**src/rtl/fsim_pkg.sv**
```systemverilog
package fsim_pkg;

  localparam int NUM_PI    = 4;
  localparam int NUM_LINES = 7;
  localparam int LINE_W    = 3;

  typedef enum logic [LINE_W-1:0] {
    LN_A    = 3'd0,
    LN_B    = 3'd1,
    LN_C    = 3'd2,
    LN_D    = 3'd3,
    LN_E    = 3'd4,
    LN_F    = 3'd5,
    LN_G    = 3'd6,
    LN_NONE = 3'd7
  } line_e;

  typedef struct packed {
    logic  valid;
    line_e line;
    logic  stuck;
  } fault_ent_t;

endpackage

```
**src/rtl/fsim_rst_sync.sv**
```systemverilog
module fsim_rst_sync (
  input  logic clk,
  input  logic rst_n,
  output logic rst_sync_n
);

  logic meta_q;
  logic sync_q;

  always_ff @(posedge clk or negedge rst_n) begin
    if (!rst_n) begin
      meta_q <= 1'b0;
      sync_q <= 1'b0;
    end else begin
      meta_q <= 1'b1;
      sync_q <= meta_q;
    end
  end

  assign rst_sync_n = sync_q;

endmodule

```
**src/rtl/fsim_slot_table.sv**
```systemverilog
module fsim_slot_table
  import fsim_pkg::*;
#(
  parameter int W = 8,
  localparam int SLOTS  = W - 1,
  localparam int SLOT_W = $clog2(W)
) (
  input  logic                          clk,
  input  logic                          rst_n,
  input  logic                          we,
  input  logic [SLOT_W-1:0]             wslot,
  input  fault_ent_t                    wentry,
  input  logic                          start,
  input  logic                          keep,
  input  logic [SLOTS-1:0]              hit,
  output logic [SLOTS-1:0]              active,
  output logic [SLOTS-1:0]              seen,
  output logic [NUM_LINES-1:0][W-1:0]   clr_mask,
  output logic [NUM_LINES-1:0][W-1:0]   set_mask
);

  fault_ent_t ent_q [SLOTS];
  logic [SLOTS-1:0] seen_q;

  for (genvar k = 0; k < SLOTS; k++) begin : g_slot
    logic       wr_hit;
    logic       ent_en;
    logic       seen_en;
    logic       seen_nxt;

    assign wr_hit = we && (wslot == SLOT_W'(k + 1));

    always_comb begin
      ent_en   = wr_hit;
      seen_en  = wr_hit || (start && hit[k]);
      seen_nxt = wr_hit ? 1'b0 : 1'b1;
    end

    always_ff @(posedge clk or negedge rst_n) begin
      if (!rst_n) begin
        ent_q[k] <= '{valid: 1'b0, line: LN_NONE, stuck: 1'b0};
      end else if (ent_en) begin
        ent_q[k] <= wentry;
      end
    end

    always_ff @(posedge clk or negedge rst_n) begin
      if (!rst_n) begin
        seen_q[k] <= 1'b0;
      end else if (seen_en) begin
        seen_q[k] <= seen_nxt;
      end
    end

    assign active[k] = ent_q[k].valid && (ent_q[k].line != LN_NONE)
                       && !(seen_q[k] && !keep);
  end

  assign seen = seen_q;

  always_comb begin
    for (int l = 0; l < NUM_LINES; l++) begin
      clr_mask[l] = '0;
      set_mask[l] = '0;
      for (int k = 0; k < SLOTS; k++) begin
        if (active[k] && (ent_q[k].line == line_e'(l))) begin
          if (ent_q[k].stuck) set_mask[l][k+1] = 1'b1;
          else                clr_mask[l][k+1] = 1'b1;
        end
      end
    end
  end

endmodule

```
**src/rtl/fsim_word_eval.sv**
```systemverilog
module fsim_word_eval
  import fsim_pkg::*;
#(
  parameter int W = 8
) (
  input  logic [NUM_PI-1:0]             vec,
  input  logic [NUM_LINES-1:0][W-1:0]   clr_mask,
  input  logic [NUM_LINES-1:0][W-1:0]   set_mask,
  output logic [W-1:0]                  po_f,
  output logic [W-1:0]                  po_g
);

  logic [NUM_LINES-1:0][W-1:0] net;

  function automatic logic [W-1:0] pin_word(input logic [W-1:0] raw,
                                            input logic [W-1:0] clr,
                                            input logic [W-1:0] set);
    return (raw & ~clr) | set;
  endfunction

  for (genvar i = 0; i < NUM_PI; i++) begin : g_pi
    assign net[i] = pin_word({W{vec[i]}}, clr_mask[i], set_mask[i]);
  end

  assign net[LN_E] = pin_word(net[LN_A] & net[LN_B], clr_mask[LN_E], set_mask[LN_E]);
  assign net[LN_F] = pin_word(net[LN_C] | net[LN_D], clr_mask[LN_F], set_mask[LN_F]);
  assign net[LN_G] = pin_word(net[LN_E] & net[LN_F], clr_mask[LN_G], set_mask[LN_G]);

  assign po_f = net[LN_F];
  assign po_g = net[LN_G];

endmodule

```
**src/rtl/fsim_slot_cmp.sv**
```systemverilog
module fsim_slot_cmp #(
  parameter int W = 8,
  localparam int SLOTS = W - 1
) (
  input  logic [W-1:0]     po_f,
  input  logic [W-1:0]     po_g,
  input  logic [SLOTS-1:0] active,
  output logic [SLOTS-1:0] diff
);

  for (genvar k = 1; k < W; k++) begin : g_cmp
    assign diff[k-1] = active[k-1] &&
                       ((po_f[k] ^ po_f[0]) || (po_g[k] ^ po_g[0]));
  end

endmodule

```
**src/rtl/fsim_engine.sv**
```systemverilog
module fsim_engine
  import fsim_pkg::*;
#(
  parameter int W     = 8,
  parameter int CNT_W = 16,
  localparam int SLOTS  = W - 1,
  localparam int SLOT_W = $clog2(W)
) (
  input  logic              clk,
  input  logic              rst_n,
  input  logic              tbl_we,
  input  logic [SLOT_W-1:0] tbl_slot,
  input  logic [2:0]        tbl_line,
  input  logic              tbl_stuck,
  input  logic              tbl_valid,
  input  logic              keep_faults,
  input  logic              start,
  input  logic [3:0]        vec,
  output logic              done,
  output logic [SLOTS-1:0]  detect,
  output logic [1:0]        good_out,
  output logic [CNT_W-1:0]  det_count
);

  logic                        rst_q_n;
  fault_ent_t                  wentry;
  logic [SLOTS-1:0]            active;
  logic [SLOTS-1:0]            seen;
  logic [SLOTS-1:0]            hit;
  logic [NUM_LINES-1:0][W-1:0] clr_mask;
  logic [NUM_LINES-1:0][W-1:0] set_mask;
  logic [W-1:0]                po_f;
  logic [W-1:0]                po_g;

  logic                        done_nxt;
  logic [SLOTS-1:0]            detect_nxt;
  logic                        good_en;
  logic [1:0]                  good_nxt;
  logic                        cnt_en;
  logic [CNT_W-1:0]            cnt_nxt;
  logic [CNT_W-1:0]            new_hits;

  fsim_rst_sync u_rst_sync (
    .clk        (clk),
    .rst_n      (rst_n),
    .rst_sync_n (rst_q_n)
  );

  assign wentry = '{valid: tbl_valid, line: line_e'(tbl_line), stuck: tbl_stuck};

  fsim_slot_table #(.W(W)) u_table (
    .clk      (clk),
    .rst_n    (rst_q_n),
    .we       (tbl_we),
    .wslot    (tbl_slot),
    .wentry   (wentry),
    .start    (start),
    .keep     (keep_faults),
    .hit      (hit),
    .active   (active),
    .seen     (seen),
    .clr_mask (clr_mask),
    .set_mask (set_mask)
  );

  fsim_word_eval #(.W(W)) u_eval (
    .vec      (vec),
    .clr_mask (clr_mask),
    .set_mask (set_mask),
    .po_f     (po_f),
    .po_g     (po_g)
  );

  fsim_slot_cmp #(.W(W)) u_cmp (
    .po_f   (po_f),
    .po_g   (po_g),
    .active (active),
    .diff   (hit)
  );

  always_comb begin
    new_hits = '0;
    for (int k = 0; k < SLOTS; k++) begin
      new_hits = new_hits + CNT_W'(hit[k] && !seen[k]);
    end
    done_nxt   = start;
    detect_nxt = start ? hit : '0;
    good_en    = start;
    good_nxt   = {po_g[0], po_f[0]};
    cnt_en     = start;
    cnt_nxt    = det_count + new_hits;
  end

  always_ff @(posedge clk or negedge rst_q_n) begin
    if (!rst_q_n) begin
      done   <= 1'b0;
      detect <= '0;
    end else begin
      done   <= done_nxt;
      detect <= detect_nxt;
    end
  end

  always_ff @(posedge clk or negedge rst_q_n) begin
    if (!rst_q_n) begin
      good_out <= '0;
    end else if (good_en) begin
      good_out <= good_nxt;
    end
  end

  always_ff @(posedge clk or negedge rst_q_n) begin
    if (!rst_q_n) begin
      det_count <= '0;
    end else if (cnt_en) begin
      det_count <= cnt_nxt;
    end
  end

endmodule

```
**config.mk**
```make
export PLATFORM = sky130hd
export DESIGN_NAME = fsim_engine
export DESIGN_NICKNAME = d
export VERILOG_FILES = /design/src/rtl/fsim_pkg.sv /design/src/rtl/fsim_rst_sync.sv /design/src/rtl/fsim_slot_table.sv /design/src/rtl/fsim_word_eval.sv /design/src/rtl/fsim_slot_cmp.sv /design/src/rtl/fsim_engine.sv
export SDC_FILE = /design/constraint.sdc
export NUM_CORES = 1
export LEC_CHECK = 0
export ABC_AREA = 1
export CORE_ASPECT_RATIO = 1.2
export CORE_UTILIZATION = 35
export CTS_BUF_LIST = sky130_fd_sc_hd__clkbuf_16
export CTS_CLUSTER_DIAMETER = 200
export DETAILED_ROUTE_END_ITERATION = 8
export DONT_BUFFER_PORTS = 1
export PLACE_DENSITY = 0.52
export SKIP_LAST_GASP = 1
export SYNTH_ARGS = -nofsm -noshare
export SYNTH_HDL_FRONTEND = slang
export SYNTH_SLANG_ARGS = --single-unit
export TNS_END_PERCENT = 50
```
**constraint.sdc**
```tcl
create_clock -name clk -period 3.6 [get_ports clk]
set_input_delay 0.72 -clock clk [delete_from_list [all_inputs] [get_ports clk]]
set_output_delay 0.72 -clock clk [all_outputs]
set_load 0.02 [all_outputs]
```
# Word-level counts from Yosys, hierarchy flattened
# Cells that the tools add are included.
[classes]
n_reduce_logical = 134
mux = 120
div = 0
shifts = 0
n_lt_le_gt_ge = 0
n_bitwise = 38
n_eq_ne = 56
multipliers = 0
n_addsub = 7
[ops]
columns = ["operator", "count"]
rows = [
  ["2-to-1 mux 1 bit", 119],
  ["logical AND 1 bit", 98],
  ["== test 3 bit, second input constant", 25],
  ["AND 8 bit", 9],
  ["OR 8 bit", 8],
  ["NOT 8 bit", 7],
  ["== test 3 x 2 -> 1 bit, second input constant", 16],
  ["== test 3 x 1 -> 1 bit, second input constant", 8],
  ["logical NOT 3 bit", 7],
  ["!= test 3 bit, second input constant", 7],
  ["adder 16 x 7 -> 16 bit", 1],
  ["logical NOT 1 bit", 15],
  ["logical OR 1 bit", 14],
  ["XOR 1 bit", 14],
  ["adder 6 x 1 -> 7 bit", 1],
  ["2-to-1 mux 7 bit", 1],
  ["adder 5 x 1 -> 6 bit", 1],
  ["adder 4 x 1 -> 5 bit", 1],
  ["adder 3 x 1 -> 4 bit", 1],
  ["adder 2 x 1 -> 3 bit", 1],
  ["adder 1 x 1 -> 2 bit", 1],
]
[totals]
memories = 0
out_inout_bits = 26
ff_bits = 70
latchBits = 0
wordCells = 389
input_bits = 17
rom_bits = 0
ram_bits = 0

# Depth between registers and ports, before layout
[logic_depth]
depth_word = 26
ltp_mapped = 28
mapped_depth_nobuf = 28

# Hierarchy
# A second synthesis with hierarchy kept.
[unflattened]
hier_cells = 948
hier_area_um2 = 5683.0
[modules_own_cells]
columns = ["mod", "cells_each", "area_each_um2", "seq_area_each_um2", "instances"]
rows = [
  ["fsim_slot_table", 467, 2886.5, 1077.3, 1],
  ["fsim_engine", 192, 1508.9, 650.6, 1],
  ["fsim_word_eval", 212, 900.9, 0.0, 1],
  ["fsim_slot_cmp", 74, 332.8, 0.0, 1],
  ["fsim_rst_sync", 3, 53.8, 50.0, 1],
]

# Worst setup path after synthesis
# OpenSTA, ideal clock, no wires.
[synth_path]
kind = "input -> register"
startpoint = "input port keep_faults"
endpoint = "register det_count[12]"
t_arrival_ns = 4.614
slack_ns = -1.132
n_path_buf = 0
required_time_ns = 3.482
setup_ns = 0.118
path_stages = 27
path_cell_list = "inv_2 > nand2_1 > nand2_2 > inv_2 > nand2_1 > nand2_1 > nand2_1 > nand3_1 > nand3_1 > nand2_1 > nand2_1 > a31oi_1 > fa_1 > inv_1 > fa_1 > fa_1 > inv_1 > ha_1 > inv_1 > fa_1 > o21ai_2 > nand3_2 > nor3_2 > and3_1 > nand3_1 > xor2_1 > inv_1"
[synth_via]
elab_chain_cells = 26
elab_cells_between_ends = 235
cone_classes = "7 x add/sub; 98 x mux; 38 x bitwise; 92 x reduce/logical"
[synth_rtl]
columns = ["element", "line_no", "text"]
rows = [
  ["from (decl)", "fsim_engine.sv:16", "input logic keep_faults,"],
  ["logical NOT 1 bit (*)", "fsim_slot_table.sv:56", "&& !(seen_q[k] && !keep);"],
  ["logical AND 1 bit", "fsim_slot_table.sv:56", ""],
  ["logical NOT 1 bit", "fsim_slot_table.sv:56", ""],
  ["logical AND 1 bit", "fsim_slot_table.sv:56", ""],
  ["logical AND 1 bit", "fsim_slot_table.sv:66", "if (active[k] && (ent_q[k].line == line_e'(l))) begin"],
  ["2-to-1 mux 1 bit", "fsim_slot_table.sv:66", ""],
  ["NOT 8 bit", "fsim_word_eval.sv:18", "return (raw & ~clr) | set;"],
  ["AND 8 bit", "fsim_word_eval.sv:18", ""],
  ["[... 10 more ...]", "--", ""],
  ["logical AND 1 bit", "fsim_engine.sv:84", "new_hits = new_hits + CNT_W'(hit[k] && !seen[k]);"],
  ["adder 1 x 1 -> 2 bit", "fsim_engine.sv:84", ""],
  ["adder 2 x 1 -> 3 bit", "fsim_engine.sv:84", ""],
  ["adder 3 x 1 -> 4 bit", "fsim_engine.sv:84", ""],
  ["adder 4 x 1 -> 5 bit", "fsim_engine.sv:84", ""],
  ["adder 5 x 1 -> 6 bit", "fsim_engine.sv:84", ""],
  ["adder 6 x 1 -> 7 bit (*)", "fsim_engine.sv:84", ""],
  ["adder 16 x 7 -> 16 bit (*)", "fsim_engine.sv:91", "cnt_nxt = det_count + new_hits;"],
  ["to (signal assigned)", "fsim_engine.sv:116", "det_count <= cnt_nxt;"],
  ["to (decl)", "fsim_engine.sv:22", "output logic [CNT_W-1:0] det_count"],
]
# Every way passes the cells marked *; elsewhere a longest branch is shown, timed or not.
# A chain may end at the register's enable or synchronous reset.

# Worst setup path in the final report
[layout_path]
startpoint = "register u_table.ent_q[2] (netlist name)"
endpoint = "register det_count[12]"
[layout_via]
elab_chain_cells = 20
elab_cells_between_ends = 62
cone_classes = "2 x add/sub; 7 x eq/ne; 14 x mux; 26 x bitwise; 13 x reduce/logical"
[layout_rtl]
columns = ["element", "line_no", "text"]
rows = [
  ["from (decl)", "fsim_slot_table.sv:22", "fault_ent_t ent_q [SLOTS];"],
  ["from (signal, indexed assignment)", "fsim_slot_table.sv:41", "ent_q[k] <= '{valid: 1'b0, line: LN_NONE, stuck: 1'b0};"],
  ["from (signal, indexed assignment)", "fsim_slot_table.sv:43", "ent_q[k] <= wentry;"],
  ["!= test 3 bit", "fsim_slot_table.sv:55", "assign active[k] = ent_q[k].valid && (ent_q[k].line != LN_NONE)"],
  ["logical AND 1 bit", "fsim_slot_table.sv:55", ""],
  ["logical AND 1 bit", "fsim_slot_table.sv:56", ""],
  ["logical AND 1 bit", "fsim_slot_table.sv:66", ""],
  ["2-to-1 mux 1 bit", "fsim_slot_table.sv:66", ""],
  ["NOT 8 bit", "fsim_word_eval.sv:18", ""],
  ["AND 8 bit", "fsim_word_eval.sv:18", ""],
  ["OR 8 bit", "fsim_word_eval.sv:18", ""],
  ["[... 4 more ...]", "--", ""],
  ["AND 8 bit", "fsim_word_eval.sv:18", ""],
  ["OR 8 bit", "fsim_word_eval.sv:18", ""],
  ["XOR 1 bit", "fsim_slot_cmp.sv:13", "((po_f[k] ^ po_f[0]) || (po_g[k] ^ po_g[0]));"],
  ["logical OR 1 bit", "fsim_slot_cmp.sv:13", ""],
  ["logical AND 1 bit (*)", "fsim_slot_cmp.sv:12", "assign diff[k-1] = active[k-1] &&"],
  ["logical AND 1 bit (*)", "fsim_engine.sv:84", ""],
  ["adder 6 x 1 -> 7 bit (*)", "fsim_engine.sv:84", ""],
  ["adder 16 x 7 -> 16 bit (*)", "fsim_engine.sv:91", ""],
]
# Marked as above.

==> run_results.csv <==
group,metric,value,unit
global_routing,overflow,0,
route,first_pass_iters,4,
clocking,clock_latency,0.34,ns
floorplanning,die_area,13300,um^2
route,routed_wl,12810,um
clocking,cts_sinks,70,
timing,fin_setup_tns,-10.87,ns
cells_and_area,final_common_cell,"nand2_1",
critical_path,path_buf_inv,4,
critical_path,timing.reg2reg.setup_slack,-1.0,ns
timing,tightest_slew,0.9350,ns
critical_path,worstSetupStartpoint,"u_table.ent_q[2]$_DFFE_PN1P_",
clocking,root_buffer,"clkbuf_16",
power,powerDensity,534.2,nW/um^2
yosys,yosysSeqAreaShare,0.3955,
cells_and_area,diodes,0,
run_status,violations,"setup timing",
power,leakage,2.879,nW
timing,finalCritPeriodShare,1.277,
yosys,syn_inst,632,
yosys,syn_nets,660,
floorplanning,placementRows,45,
clocking,clkTransAtPathRegs,0.06,ns
critical_path,r2r_end,"det_count[12]$_DFFE_PN0P_",
critical_path,r2r_cells,24,
yosys,synth_area_per_cell,7.113,um^2
critical_path,r2r-start,"u_table.ent_q[2]$_DFFE_PN1P_",
critical_path,cp_slowest_stage_delay,0.57,ns
power,ir_drop,0.0003231,V
floorplanning,initial_core_util,0.3564,
cells_and_area,fillers,1309,
critical_path,worstSetupEndpointType,"register",
timing,setup_slack,-0.9959,ns
route,avgViaCountPerCell,4.817,
floorplanning,die_w,105.5,um
global_routing,grt_pass1_vias,4323,
floorplanning,fp.coreArea,12610,um^2
floorplanning,ios,43,
placement,post-place-ws,-1.298,ns
critical_path,crit_chain,"nand2_1 -> nor2_2 -> nand3_1 -> nand2_1 -> nand3_2 -> nand3_2 -> nand2_2 -> nand2_2 -> a31oi_4 -> fa_1 -> inv_1 -> fa_1 -> fa_1 -> inv_1 -> ha_2 -> inv_2 -> fa_2 -> o21ai_2 -> nand3_2 -> nor3_4 -> and3_4 -> nand3_1 -> xor2_1 -> inv_1",
yosys,syn_area,4496,um^2
yosys,synth_cell_types,36,
global_routing,grt_max_degree,42,
run_status,status,"complete, but fails checks",
placement,gp_congestion,0.8830,
critical_path,critPathLaunchType,"register",
critical_path,required,3.83,ns
cells_and_area,multi_input_area,2521,um^2
critical_path,endpoint,"det_count[12]$_DFFE_PN0P_",
global_routing,grt_pass1_wl,21090,um
yosys,ys_warn_count,0,
placement,portBuffers,0,
timing,timing.fmax,0.2176,GHz
timing,skew,0.008071,ns
run,cap_violations,0,
global_routing,antenna_found_initial,0,
timing,setup_viol,15,
critical_path,cp.depth,24,
critical_path,arrival,4.83,ns
clocking,cts_made_buffers,9,
timing,slew_headroom,0.3766,
timing,finalHoldViolCount,0,
critical_path,cp_top_family,"adder cells",
route,drt_iter0_drc,249,
cells_and_area,layout.nets,744,
cells_and_area,register_area,1779,um^2
clocking,tritoncts,"built",
placement,dp_hpwl,9192,um
critical_path,criticalPathCategory,"register to register",
critical_path,critPathSlowestCell,"dfstp_2",
yosys,ys_ff_latch,70,
critical_path,crit_fanout,3,
cells_and_area,areaGrowthSynthToFinish,28.81,%
route,wire_per_inst,14.48,um
route,ant_nets,0,
placement,placed_cells,854,
clocking,cts_buffer_depth,2,
cells_and_area,layout-drive-gt1-share,0.2996,
clocking,cts_max_level,3,
timing,slew_violations,0,
cells_and_area,instances_no_fill,885,
timing,rsz0062_at_grt,"true",
cells_and_area,layout_common_cells,"172 x nand2_1, 81 x buf_4, 72 x inv_1, 62 x nor2_1, 50 x nand3_1",
floorplanning,die_h,126.2,um
route,num_vias,4263,
global_routing,gr-usage-all-layers,0.2050,
worst_hold_path,hp-class,"input pin to asynchronous set/reset pin",
timing,post-route-min-period,4.596,ns
route,drc,0,
power by group:
group	leakage (nW)	internal, mW	total (mW)	switching, mW
combinational	1.93	0.457	1.03	0.573
sequential	0.812	0.964	1.17	0.202
clock	0.142	0.537	0.897	0.360
per-layer routing:
metal / wire length (um) / GRT usage
met5: 0 / 0
met4: 131 / 0.07291
met3: 574 / 0.04814
met2: 6361 / 0.3440
met1: 5747 / 0.2568
cell families (layout without fill, tap and decap cells):
| logic type | count (synthesis) | after routing | synth area share |
|---|---|---|---|
| DFF | 70 | 70 | 0.3955 |
| and+or+nand+nor | 361 | 361 | 0.3599 |
| AOI/OAI and AO/OA | 79 | 79 | 0.09964 |
| adders and majority gates | 11 | 11 | 0.03729 |
| buffers and inverters | 98 | 187 | 0.08350 |
| xor gates and xnor gates | 12 | 12 | 0.02338 |
| other | 1 | 1 | 0.0008342 |
cells in the mapped netlist, drive strengths merged:
cell type,instances,area [um^2]
xnor2,4,35.03
conb,1,3.750
o21ai,46,234.0
o21a,1,7.510
or2,3,18.77
nand2,195,754.5
and3,1,6.260
buf,4,22.52
fa,4,80.08
a31oi,4,25.02
o211ai,2,15.01
dfrtp,49,1226
ha,7,87.58
inv,88,330.3
nand4,6,37.54
o21bai,1,7.510
nor2,79,324.1
nand3,68,390.4
nor3,9,86.34
a21oi,25,158.9
dfstp,21,551.8
xor2,8,70.07
clkbuf,6,22.52
sequential cells by signal, summed over array words and instances, names as in the netlist:
register / count
done: 1
u_rst_sync.meta_q: 1
good_out: 2
u_rst_sync.rst_sync_n: 1
u_table.seen: 7
u_table.ent_q: 35
detect: 7
det_count: 16
how the worst min path moves through the flow:
stage | from | endpoint | slack (ns) | cells after the start
2_1_floorplan | u_rst_sync.meta_q$_DFF_PN0_ | u_rst_sync.rst_sync_n$_DFF_PN0_ | 0.33 | 0
3_5_place_dp | u_rst_sync.meta_q$_DFF_PN0_ | u_rst_sync.rst_sync_n$_DFF_PN0_ | 0.34 | 0
3_3_place_gp | u_rst_sync.meta_q$_DFF_PN0_ | u_rst_sync.rst_sync_n$_DFF_PN0_ | 0.34 | 0
5_1_grt | rst_n | u_rst_sync.rst_sync_n$_DFF_PN0_ | 0.06 | 0
4_1_cts | rst_n | u_rst_sync.rst_sync_n$_DFF_PN0_ | 0.06 | 0
6_report | rst_n | u_rst_sync.rst_sync_n$_DFF_PN0_ | 0.07 | 0
worst reg2reg max path, stage by stage (launching register included):
cell     delay, ns
dfstp_2       0.57
nand2_1       0.08
nor2_2        0.12
nand3_1       0.10
nand2_1       0.09
nand3_2       0.10
nand3_2       0.11
nand2_2       0.06
nand2_2       0.08
a31oi_4       0.09
fa_1          0.54
inv_1         0.05
fa_1          0.49
fa_1          0.41
inv_1         0.07
ha_2          0.18
inv_2         0.04
fa_2          0.35
o21ai_2       0.16
nand3_2       0.12
nor3_4        0.19
and3_4        0.21
nand3_1       0.08
xor2_1        0.15
inv_1         0.06
cell type report:
class	count	area share
timing repair buffer	83	0.1104
clock inverter	7	0.01253
multi-input combinational	464	0.4354
clock buffer	9	0.03889
sequential	70	0.3073
inverter	88	0.06007
tap	164	0.03544
timing repair:
item                       in CTS  in global routing
resized for setup              15                 29
setup endpoints to repair      15                 16
hold buffers                    0                  0
pin swaps                      12                 17
setup buffers                  11                  5
per-stage QoR:
stage	power (mW)	instance area [um^2]	hold slack (ns)	util
floorplan	1.752	4543	0.3312	-
global placement	2.077	5225	0.3386	0.4143
detailed placement	2.097	5225	0.3409	0.4143
CTS	3.066	5662	0.05921	0.4489
global route	3.303	5791	0.05570	0.4591
finish	3.093	5791	0.07024	0.4591
Note: power is estimated with default switching activity, not from simulation.
